### src/rtl/imm_prefix_merge.sv
module imm_prefix_merge #(
  parameter int LOW_W   = 21,
  parameter int PFX_W   = 32,
  parameter int MAX_PFX = 4,
  parameter int OUT_W   = 128,
  parameter int TAG_W   = 8
) (
  input  logic             clk,
  input  logic             rst_n,
  input  logic             flush,
  input  logic             in_valid,
  input  logic             in_pfx,
  input  logic             in_brk,
  input  logic             in_has_pfx,
  input  logic [PFX_W-1:0] in_pay,
  input  logic [LOW_W-1:0] in_imm,
  input  logic [TAG_W-1:0] in_tag,
  output logic             o_valid,
  output logic [TAG_W-1:0] o_tag,
  output logic [OUT_W-1:0] o_const,
  output logic             o_ovf,
  output logic             o_ser_err
);
  localparam int PEND_W = MAX_PFX * PFX_W;
  localparam int CAT_W  = LOW_W + PEND_W;
  localparam int CNT_W  = $clog2(MAX_PFX + 1);
  localparam int EXT_W  = CAT_W + OUT_W;

  logic [PEND_W-1:0] pend_q;
  logic [CNT_W-1:0]  cnt_q;
  logic [OUT_W-1:0]  merged;
  logic [EXT_W-1:0]  catx;

  wire needs_brk = in_pfx | in_has_pfx;
  wire full      = (cnt_q == CNT_W'(MAX_PFX));

  assign catx = {{OUT_W{1'b0}}, pend_q, in_imm};

  always_comb begin
    int top;
    top = LOW_W;
    if (in_has_pfx) top = LOW_W + int'(cnt_q) * PFX_W;
    if (top > OUT_W) top = OUT_W;
    for (int i = 0; i < OUT_W; i++)
      merged[i] = (i < top) ? catx[i] : catx[top-1];
  end

  always_ff @(posedge clk or negedge rst_n) begin
    if (!rst_n) begin
      pend_q    <= '0;
      cnt_q     <= '0;
      o_valid   <= 1'b0;
      o_tag     <= '0;
      o_const   <= '0;
      o_ovf     <= 1'b0;
      o_ser_err <= 1'b0;
    end else begin
      o_valid   <= 1'b0;
      o_ovf     <= 1'b0;
      o_ser_err <= 1'b0;
      if (flush) begin
        pend_q <= '0;
        cnt_q  <= '0;
      end else if (in_valid) begin
        if (needs_brk && !in_brk) begin
          o_ser_err <= 1'b1;
          pend_q    <= '0;
          cnt_q     <= '0;
        end else if (in_pfx) begin
          if (full) begin
            o_ovf <= 1'b1;
          end else begin
            for (int k = 0; k < MAX_PFX; k++)
              if (cnt_q == CNT_W'(k)) pend_q[k*PFX_W +: PFX_W] <= in_pay;
            cnt_q <= cnt_q + 1'b1;
          end
        end else begin
          o_valid <= 1'b1;
          o_const <= merged;
          o_tag   <= in_tag;
          pend_q  <= '0;
          cnt_q   <= '0;
        end
      end
    end
  end
endmodule

### config.mk
export PLATFORM = sky130hd
export DESIGN_NAME = imm_prefix_merge
export DESIGN_NICKNAME = d
export VERILOG_FILES = /design/src/rtl/imm_prefix_merge.sv
export SDC_FILE = /design/constraint.sdc
export NUM_CORES = 1
export LEC_CHECK = 0
export BUFFER_PORTS_ARGS = -buffer_cell sky130_fd_sc_hd__clkbuf_2
export CORE_MARGIN = 4
export CORE_UTILIZATION = 55
export DETAILED_ROUTE_END_ITERATION = 6
export GPL_ROUTABILITY_DRIVEN = 0
export HOLD_SLACK_MARGIN = 0.1
export PLACE_DENSITY = 0.8
export SYNTH_ARGS = -nofsm -noshare
export SYNTH_HDL_FRONTEND = slang
export SYNTH_SLANG_ARGS = --single-unit
### constraint.sdc
create_clock -name clk -period 3.1 [get_ports clk]
set_input_delay 0 -clock clk [delete_from_list [all_inputs] [get_ports clk]]
set_output_delay 0 -clock clk [all_outputs]
set_load 0.02 [all_outputs]
# --- Word-level counts from Yosys, hierarchy flattened ---
# Cells that the tools add are included.
totals:
  reg_bits: 270
  latch_bits: 0
  mem_bits_rw: 0
  mem_bits_ro: 0
  wordCells: 325
  n_memories: 0
classes:
  add_sub_neg: 3
  multipliers: 0
  div: 0
  order_cmp: 130
  n_eq_ne: 9
  n_shift: 0
  mux: 159
  n_bitwise: 4
  n_reduce_logical: 10
ops:
  columns: ["op", "n"]
  rows:
  - ["$lt 8x32->1 const A", 64]
  - ["$lt 7x32->1 const A", 32]
  - ["$mux 128", 5]
  - ["$lt 6x32->1 const A", 16]
  - ["$lt 5x32->1 const A", 8]
  - ["$mux 1", 142]
  - ["$lt 4x32->1 const A", 4]
  - ["$mux 32", 4]
  - ["$lt 3x32->1 const A", 2]
  - ["$gt 32x9->1 const B", 1]
  - ["$lt 1x32->1 const A", 1]
  - ["$lt 2x32->1 const A", 1]
  - ["$lt 32x11->1 const B", 1]
  - ["$sub 32x2->32 const B", 1]
  - ["$mux 9", 2]
  - ["$ne 4x2->1 const B", 4]
  - ["$mux 3", 5]
  - ["$reduce_and 3->1", 4]
  - ["$add 5x8->9 const A", 1]
  - ["$bmux 1 s9", 1]
  - ["$eq 3x2->1 const B", 2]
  - ["$ne 4x3->1 const B", 1]
  - ["$reduce_and 4->1", 1]
  - ["$add 3x1->3 const B", 1]
  - ["9 further kinds", 11]

# --- Longest topological paths before layout ---
# Gate-level depths: netlist of the first run.
depth:
  depth_word: 9
  mapped_depth: 8
  depth_no_buf: 6

# --- Least setup slack after synthesis of the first run ---
# OpenSTA, ideal clock, no wires.
synth_path:
  kind: "reg2reg"
  start: "register cnt_q[0]"
  end: "register pend_q[10]"
  arrival_time_ps: 1691
  slack_ps: 1285
  stages_incl_launch_ff: 8
  period_less_slack_ps: 1815
  path_cell_list: "dfrtp_1 buf_2 inv_1 ha_1 a21oi_1 o21bai_1 buf_2 mux2_2"
synth_between:
  elab_chain_len: 3
  elab_cells_between_ends: 5
  cone_classes: "eq/ne (3); reduce/logical (2)"
synth_lines:
  columns: ["item", "line", "rtl"]
  rows:
  - ["from (decl)", "30", "logic [CNT_W-1:0] cnt_q;"]
  - ["from (signal assigned)", "75", "cnt_q <= cnt_q + 1'b1;"]
  - ["$eq 3x3->1 / $logic_not 3->1 (equally long branches)", "35, 74", null]
  - ["$ne 4x3->1 (no line) / $ne 4x2->1 (equally long branches)", null, null]
  - ["$reduce_and 3->1 (no line) *", null, null]
  - ["to (signal, indexed assignment)", "74", "if (cnt_q == CNT_W'(k)) pend_q[k*PFX_W +: PFX_W] <= in_pay;"]
  - ["to (decl)", "29", "logic [PEND_W-1:0] pend_q;"]
# Every way passes the cells marked *; elsewhere a longest branch is shown, timed or not.
# A chain may end at the register's enable or synchronous reset.

# --- Worst setup path after layout of the first run ---
layout_path:
  start: "input port flush"
  end: "register o_const[108]"
layout_between:
  elab_chain_len: 2
layout_lines:
  columns: ["item", "line", "rtl"]
  rows:
  - ["from (decl)", "10", "input logic flush,"]
  - ["$not 1->1 (no line)", null, null]
  - ["$reduce_and 4->1 (no line)", null, null]
  - ["to (signal assigned)", "79", "o_const <= merged;"]
  - ["to (decl)", "20", "output logic [OUT_W-1:0] o_const,"]
# Every way passes these cells.

==> impl_metrics.xml, run 1 <==
<?xml version="1.0" encoding="UTF-8"?>
<metrics>
  <group name="final_layout">
    <metric name="flow.area_growth_from_synthesis" unit="%">27.2</metric>
    <metric name="design_area" unit="um^2">12900</metric>
    <metric name="net_count_of_the_finished_layout" unit="">1239</metric>
    <metric name="final_cell_utilization_of_the_core" unit="%">71.6</metric>
    <metric name="final_layout_size_suffix_gt1_share" unit="%">32.5</metric>
    <metric name="fillCellCount" unit="">1256</metric>
  </group>
  <group name="die">
    <metric name="fp.dieArea" unit="um^2">20700</metric>
    <metric name="die_outline_width" unit="um">144</metric>
    <metric name="number_of_top_level_pins" unit="">207</metric>
    <metric name="chipHeight" unit="um">144</metric>
    <metric name="start_util" unit="%">56.3</metric>
    <metric name="placementRows" unit="">49</metric>
    <metric name="core-area" unit="um^2">18000</metric>
  </group>
  <group name="timing">
    <metric name="maxClockFrequency" unit="GHz">0.467</metric>
    <metric name="slew_viol_final" unit="">0</metric>
    <metric name="fin_tns_setup" unit="ns">0</metric>
    <metric name="min_period_over_period" unit="%">69.0</metric>
    <metric name="final.setup.worst_slack" unit="ns">0.960</metric>
    <metric name="fin_skew" unit="ns">0.0111</metric>
    <metric name="relSlewSlack" unit="%">46.8</metric>
    <metric name="setup_violations" unit="">0</metric>
    <metric name="rsz0062_at_grt" unit="">no</metric>
    <metric name="period_minus_slack" unit="ns">2.14</metric>
    <metric name="number_of_hold_violations_in_the_final_report" unit="">0</metric>
    <metric name="worst_margin_pin_slew" unit="ns">0.799</metric>
  </group>
  <group name="synthesis">
    <metric name="yosysUniqueCellTypes" unit="">34</metric>
    <metric name="synth.area.top_cells" unit="">dfrtp_1 (61%), mux2_2 (12%), nand2_1 (6.2%)</metric>
    <metric name="postSynth.asyncResetShare" unit="%">100</metric>
    <metric name="post_syn_instances" unit="">915</metric>
    <metric name="yosys_warning_count" unit="">0</metric>
    <metric name="main_combinational_cell_family_by_area_after_synthesis" unit="">simple AND/OR/NAND/NOR gates</metric>
    <metric name="compound_cell_area_share_of_the_yosys_netlist" unit="%">9.50</metric>
    <metric name="synth-main-ff-cell" unit="">dfrtp_1</metric>
    <metric name="synth_enable_flop_cells" unit="">0</metric>
    <metric name="synthSimpleGateAreaFrac" unit="%">12.5</metric>
    <metric name="post_synth_mux_area_share" unit="%">12.0</metric>
    <metric name="synthesis.area" unit="um^2">10100</metric>
    <metric name="synth_top_area_share" unit="%">61.4</metric>
    <metric name="synth_xor_xnor_area_share" unit="%">0</metric>
    <metric name="synth.top_cells.by_count" unit="">dfrtp_1 (249), nand2_1 (168), mux2_2 (107)</metric>
    <metric name="avgSynthCellArea" unit="um^2">11.1</metric>
    <metric name="syn_nets" unit="">988</metric>
    <metric name="synth_seq_area_share" unit="%">61.4</metric>
    <metric name="ys_ff_latch" unit="">249</metric>
    <metric name="synth_area_leader_cell" unit="">dfrtp_1</metric>
    <metric name="post-synth-top-count-cell" unit="">dfrtp_1</metric>
    <metric name="yosys.area_share.adder" unit="%">0.617</metric>
  </group>
  <group name="detailed_routing">
    <metric name="drt_iter0_markers" unit="">459</metric>
    <metric name="post_drt_wl_per_cell" unit="um">19.3</metric>
    <metric name="detailed_route_vias_per_instance" unit="">5.55</metric>
    <metric name="drt_first_pass_iters" unit="">5</metric>
    <metric name="routed_wl" unit="um">27300</metric>
    <metric name="dr_total_vias" unit="">7857</metric>
    <metric name="ant_nets" unit="">0</metric>
    <metric name="post-route-drc-count" unit="">0</metric>
  </group>
  <group name="global_route">
    <metric name="met2_routing_resource_usage_after_global_routing" unit="%">45.2</metric>
    <metric name="grtUsageMet1" unit="%">33.3</metric>
    <metric name="total_routing_usage_reported_by_global_routing" unit="%">26.2</metric>
    <metric name="grt_busiest_layer" unit="">met2</metric>
    <metric name="largest_net_degree_at_the_start_of_global_routing" unit="">100</metric>
    <metric name="gr-total-overflow" unit="">0</metric>
    <metric name="grt_pass1_wl" unit="um">42700</metric>
    <metric name="grt_antenna_before_repair" unit="">1</metric>
    <metric name="grt_util_met3" unit="%">6.59</metric>
    <metric name="first_global_vias" unit="">7903</metric>
  </group>
  <group name="setup_path">
    <metric name="ff2ff_path_depth" unit="">4</metric>
    <metric name="regToRegEndpoint" unit="">o_const[85]</metric>
    <metric name="cp_cell_sequence" unit="">dlygate4sd3_1, clkbuf_2, nand2b_1, or3_2, inv_6, buf_4, nor2_1, a21oi_1</metric>
    <metric name="cp_slowest_stage_delay" unit="ns">0.54</metric>
    <metric name="crit_required" unit="ns">3.54</metric>
    <metric name="slowest_stage" unit="">dlygate4sd3_1</metric>
    <metric name="r2r_start" unit="">cnt_q[0]</metric>
    <metric name="critPathKind" unit="">in2reg</metric>
    <metric name="setup.worst_path.end_class" unit="">register</metric>
    <metric name="worstSetupStartpoint" unit="">flush</metric>
    <metric name="worst-r2r-setup-slack" unit="ns">0.98</metric>
    <metric name="critical_path.startpoint_type" unit="">input port</metric>
    <metric name="worst-path-max-fanout" unit="">96</metric>
    <metric name="critPathCapture" unit="">o_const[108]</metric>
    <metric name="crit_path_arrival_time" unit="ns">2.58</metric>
  </group>
  <group name="power">
    <metric name="sequentialPowerShare" unit="%">44.6</metric>
    <metric name="p_int" unit="mW">6.19</metric>
    <metric name="p_per_area" unit="nW/um^2">679</metric>
    <metric name="power.switching" unit="mW">2.57</metric>
    <metric name="ir_worst_vdd" unit="mV">0.500</metric>
    <metric name="cellLeakagePower" unit="nW">6.32</metric>
    <metric name="switch_share" unit="%">29.3</metric>
    <metric name="power_frac_comb" unit="%">19.2</metric>
    <metric name="clkPwrFrac" unit="%">36.2</metric>
  </group>
  <group name="clocking">
    <metric name="clock_tree_from_tritoncts" unit="">done</metric>
    <metric name="numCtsBuffers" unit="">26</metric>
    <metric name="clkSinkCount" unit="">249</metric>
    <metric name="ctsLongestPathBuffers" unit="">3</metric>
    <metric name="later_pin_clock_latency_in_the_skew_report" unit="ns">0.52</metric>
    <metric name="clock_tree.root_cell" unit="">clkbuf_16</metric>
    <metric name="clkTransAtPathRegs" unit="ns">0.06</metric>
    <metric name="postCtsSetupBuffers" unit="">0</metric>
    <metric name="ctsHtreeMaxLevel" unit="">1</metric>
  </group>
  <group name="flow_run">
    <metric name="drv.max_cap_violation_count" unit="">0</metric>
  </group>
  <group name="placement">
    <metric name="placement.setup.worst_slack" unit="ns">1.02</metric>
    <metric name="port_buffers" unit="">206</metric>
    <metric name="post_dp_cell_area" unit="um^2">11300</metric>
    <metric name="hpwl" unit="um">17100</metric>
  </group>
  <group name="hold_path">
    <metric name="holdCritPathClass" unit="">in2async</metric>
  </group>
  <group name="outcome">
    <metric name="outcome" unit="">finished, final reports clean</metric>
  </group>
</metrics>
[critical path: cells and delay by family]
family                 cells  cell delay (ns)
AOI/OAI and AO/OA          1             0.13
and+or+nand+nor            3             0.79
buffers and inverters      4             1.60
[area by class of cell]
class	instances	area [um^2]	share of cell area (%)
clock buffer	38	797	6.18
antenna	1	2.50	0.0194
inverter	8	35.0	0.272
clock inverter	9	97.6	0.757
tap	229	287	2.22
multi-input combinational	591	3560	27.6
sequential	249	6230	48.3
timing repair buffer	290	1890	14.6
[cell usage in the layout (no fill, tap or decap), drive strengths merged, types with 3 or more instances in the layout]
| master | count |
|---|---|
| nor2 | 100 |
| and2 | 32 |
| nand2 | 168 |
| mux2 | 107 |
| inv | 8 |
| ha | 5 |
| buf | 19 |
| clkinv | 6 |
| a21oi | 68 |
| o21bai | 3 |
| a31oi | 65 |
| dlygate4sd3 | 66 |
| dfrtp | 249 |
| clkbuf | 243 |
| o21ai | 25 |
[power groups by stage]
stage | clock network (mW) | registers [mW] | logic, mW
floorplan | 0 | 4.36 | 0.507
global placement | 0 | 3.93 | 1.59
detailed placement | 0 | 3.95 | 1.62
CTS | 3.22 | 3.90 | 1.69
global route | 3.34 | 3.95 | 1.84
finish | 3.17 | 3.91 | 1.69
[metrics by stage]
| stage | hold WS [ns] | total power, mW | cells |
|---|---|---|---|
| after floorplan | -0.296 | 4.87 | 915 |
| after global placement | 0.0886 | 5.53 | 1301 |
| after detailed placement | 0.0898 | 5.57 | 1301 |
| after CTS | 0.101 | 8.81 | 1414 |
| after global routing | 0.127 | 9.13 | 1415 |
| final | 0.0882 | 8.76 | 1415 |
[what timing repair did]
item	in CTS	in global routing
hold endpoints to repair	365	0
setup endpoints to repair	0	0
hold buffers	66	0
resized for setup	0	0
[state kept, by name (all words and copies together) (netlist names)]
name and count:
cnt_q 3, o_const 128, o_ovf 1, o_ser_err 1
o_tag 8, o_valid 1, pend_q 107
[cells by family (layout without fill, tap and decap cells)]
group / Yosys count / after routing
buffers and inverters: 75 / 345
AO/OA/AOI/OAI: 168 / 168
multiplexers: 108 / 108
other: 0 / 1
AND/OR/NAND/NOR: 310 / 310
flip-flops: 249 / 249
adder cells (fa/ha/maj): 5 / 5
[layer usage]
metal	vias up	share of wire, %
li1	3583	-
met1	3874	40
met2	348	48
met3	52	8.9
met4	0	2.4
met5	-	0
[worst min path at each step]
stage              start     endpoint  slack, ns  depth (start not counted)
2_1_floorplan      rst_n     cnt_q[0]      -0.30                          0
3_3_place_gp       rst_n   o_const[6]       0.09                          1
3_5_place_dp       rst_n   o_const[6]       0.09                          1
4_1_cts        in_pay[5]   pend_q[37]       0.10                          3
5_1_grt        in_pay[5]  pend_q[101]       0.13                          3
6_report           rst_n   o_const[6]       0.09                          2
No activity file was read; power rests on OpenSTA's default activity.
==> inputs of run 2 (changes only) <==
Clock period 3.1 ns to 2.1 ns, I/O delays scaled along.
==> impl_metrics.xml, run 2 (synthesized netlist as in run 1, its figures left out) <==
<?xml version="1.0" encoding="UTF-8"?>
<metrics>
  <group name="setup_path">
    <metric name="crit_path_arrival_time" unit="ns">2.46</metric>
    <metric name="regToRegEndpoint" unit="">o_const[90]</metric>
    <metric name="ff2ff_path_depth" unit="">5</metric>
    <metric name="worst-path-buf-inv" unit="">4</metric>
    <metric name="slowest_stage" unit="">dlygate4sd3_1</metric>
    <metric name="cp_top_family" unit="">buffers and inverters</metric>
    <metric name="critPathKind" unit="">in2reg</metric>
    <metric name="crit_required" unit="ns">2.54</metric>
    <metric name="crit_top_cell" unit="">dlygate4sd3_1</metric>
    <metric name="worstSetupStartpoint" unit="">flush</metric>
    <metric name="critical_path.startpoint_type" unit="">input port</metric>
    <metric name="cp_slowest_stage_delay" unit="ns">0.62</metric>
    <metric name="worst-r2r-setup-slack" unit="ns">0.12</metric>
    <metric name="worst-path-max-fanout" unit="">9</metric>
    <metric name="cp_cell_sequence" unit="">dlygate4sd3_1, clkbuf_2, nand3b_1, dlygate4sd3_1, nor3_1, dlygate4sd3_1</metric>
    <metric name="setup.worst_path.end_class" unit="">register</metric>
    <metric name="r2r_start" unit="">cnt_q[1]</metric>
  </group>
  <group name="clocking">
    <metric name="clkSinkCount" unit="">249</metric>
    <metric name="clock_tree_from_tritoncts" unit="">done</metric>
    <metric name="clkTransAtPathRegs" unit="ns">0.06</metric>
    <metric name="ctsLongestPathBuffers" unit="">3</metric>
    <metric name="ctsHtreeMaxLevel" unit="">1</metric>
    <metric name="later_pin_clock_latency_in_the_skew_report" unit="ns">0.51</metric>
    <metric name="numCtsBuffers" unit="">26</metric>
    <metric name="clock_tree.root_cell" unit="">clkbuf_16</metric>
  </group>
  <group name="placement">
    <metric name="dpl.cell_count" unit="">1309</metric>
    <metric name="port_buffers" unit="">206</metric>
    <metric name="placement.setup.worst_slack" unit="ns">0.0404</metric>
    <metric name="hpwl" unit="um">17300</metric>
    <metric name="post_dp_cell_area" unit="um^2">11500</metric>
  </group>
  <group name="die">
    <metric name="fp.dieArea" unit="um^2">20700</metric>
    <metric name="number_of_top_level_pins" unit="">207</metric>
    <metric name="chipHeight" unit="um">144</metric>
    <metric name="core-area" unit="um^2">18000</metric>
    <metric name="die_outline_width" unit="um">144</metric>
    <metric name="placementRows" unit="">49</metric>
    <metric name="start_util" unit="%">56.3</metric>
  </group>
  <group name="flow_run">
    <metric name="drv.max_cap_violation_count" unit="">0</metric>
  </group>
  <group name="timing">
    <metric name="min_period_over_period" unit="%">96.2</metric>
    <metric name="final.setup.worst_slack" unit="ns">0.0804</metric>
    <metric name="slew_viol_final" unit="">0</metric>
    <metric name="maxClockFrequency" unit="GHz">0.495</metric>
    <metric name="fin_skew" unit="ns">0.0100</metric>
    <metric name="number_of_hold_violations_in_the_final_report" unit="">0</metric>
    <metric name="fin_tns_setup" unit="ns">0</metric>
    <metric name="period_minus_slack" unit="ns">2.02</metric>
    <metric name="setup_violations" unit="">0</metric>
    <metric name="relSlewSlack" unit="%">46.1</metric>
    <metric name="worst_margin_pin_slew" unit="ns">0.809</metric>
  </group>
  <group name="global_route">
    <metric name="largest_net_degree_at_the_start_of_global_routing" unit="">73</metric>
    <metric name="total_routing_usage_reported_by_global_routing" unit="%">26.8</metric>
    <metric name="first_global_vias" unit="">8167</metric>
    <metric name="grt_pass1_wl" unit="um">43500</metric>
    <metric name="grt_antenna_before_repair" unit="">1</metric>
    <metric name="gr-total-overflow" unit="">0</metric>
  </group>
  <group name="power">
    <metric name="ir_worst_vdd" unit="mV">0.734</metric>
    <metric name="sequentialPowerShare" unit="%">44.2</metric>
    <metric name="switch_share" unit="%">29.3</metric>
    <metric name="cellLeakagePower" unit="nW">6.39</metric>
    <metric name="power_frac_comb" unit="%">19.4</metric>
    <metric name="p_int" unit="mW">9.21</metric>
    <metric name="power.switching" unit="mW">3.83</metric>
    <metric name="total_power" unit="mW">13.0</metric>
    <metric name="p_per_area" unit="nW/um^2">997</metric>
    <metric name="clkPwrFrac" unit="%">36.4</metric>
  </group>
  <group name="final_layout">
    <metric name="instances_no_fill" unit="">1426</metric>
    <metric name="layout_common_cells" unit="">dfrtp_1 (249), clkbuf_2 (205), nand2_1 (168), mux2_2 (107), nor2_1 (99)</metric>
    <metric name="max_flop_register" unit="">o_const</metric>
    <metric name="final_layout_size_suffix_gt1_share" unit="%">32.9</metric>
    <metric name="flow.area_growth_from_synthesis" unit="%">28.9</metric>
    <metric name="net_count_of_the_finished_layout" unit="">1249</metric>
    <metric name="largest_register_ffs" unit="">128</metric>
    <metric name="design_area" unit="um^2">13100</metric>
    <metric name="most_common_cell_after_layout_fill_and_taps_aside" unit="">dfrtp_1</metric>
    <metric name="reg.largest.list" unit="">o_const (128), pend_q (107), o_tag (8)</metric>
  </group>
  <group name="detailed_routing">
    <metric name="post-route-drc-count" unit="">0</metric>
    <metric name="post_drt_wl_per_cell" unit="um">19.8</metric>
    <metric name="detailed_route_vias_per_instance" unit="">5.60</metric>
    <metric name="drt_first_pass_iters" unit="">5</metric>
    <metric name="drt_iter0_markers" unit="">555</metric>
    <metric name="routed_wl" unit="um">28300</metric>
    <metric name="ant_nets" unit="">0</metric>
    <metric name="dr_total_vias" unit="">7984</metric>
  </group>
  <group name="hold_path">
    <metric name="timing.hold.worst.start" unit="">in_pay[2]</metric>
    <metric name="holdPathEnd" unit="">pend_q[98]</metric>
    <metric name="timing.hold.worst_path_depth" unit="">3</metric>
    <metric name="holdCritPathClass" unit="">in2reg</metric>
  </group>
  <group name="outcome">
    <metric name="outcome" unit="">finished, final reports clean</metric>
  </group>
</metrics>
## run 2: timing repair
| item | CTS | global route |
|---|---|---|
| hold endpoints to repair | 406 | 0 |
| endpoints found under the setup margin | 0 | 32 |
| setup buffers | 0 | 0 |
| gates resized for setup | 0 | 1 |
| hold buffers | 67 | 0 |
## run 2: worst max-delay path by stage
stage	to	slack (ns)	depth (start not counted)
6_report	o_ovf	0.08	6
2_1_floorplan	pend_q[10]	0.28	7
3_5_place_dp	pend_q[69]	0.04	5
3_3_place_gp	pend_q[90]	0.09	5
5_1_grt	o_ovf	-0.0003	6
4_1_cts	pend_q[86]	0.04	5
## run 2: metrics by stage
| step | hold slack (ns) | util, % |
|---|---|---|
| after floorplan | -0.296 | - |
| after global placement | -0.0193 | 63.7 |
| after detailed placement | -0.0156 | 63.7 |
| after CTS | 0.104 | 72.4 |
| after global routing | 0.116 | 72.5 |
| final | 0.124 | 72.5 |
## run 2: final cells by class
type | count | area, um^2
inverter | 8 | 35.0
antenna | 1 | 2.50
timing repair buffer | 299 | 2030
multi-input combinational | 592 | 3580
sequential | 249 | 6230
clock inverter | 8 | 92.6
fill | 1205 | 4950
tap | 229 | 287
clock buffer | 40 | 815
## run 2: metal layers
layer  wire length, um  vias to the layer above  GRT usage (%)
met5                 0                        -              0
met4              1060                        0           10.5
met3              2330                       61           5.89
met2             13500                      335           44.7
met1             11400                     3962           34.4
li1                  -                     3626              -
## run 2: power by group through the flow
stage / Combinational (mW) / Clock (mW) / Sequential, mW
floorplan: 0.749 / 0 / 6.44
global placement: 2.36 / 0 / 5.81
detailed placement: 2.42 / 0 / 5.83
CTS: 2.53 / 4.80 / 5.75
global route: 2.75 / 5.00 / 5.83
finish: 2.53 / 4.74 / 5.76
## run 2: worst reg2reg max path: stages, from the launching register on
cell	delay, ns
dfrtp_1	0.36
buf_4	0.16
o31a_1	0.25
a2bb2oi_4	0.20
o41a_2	0.62
a21oi_1	0.22
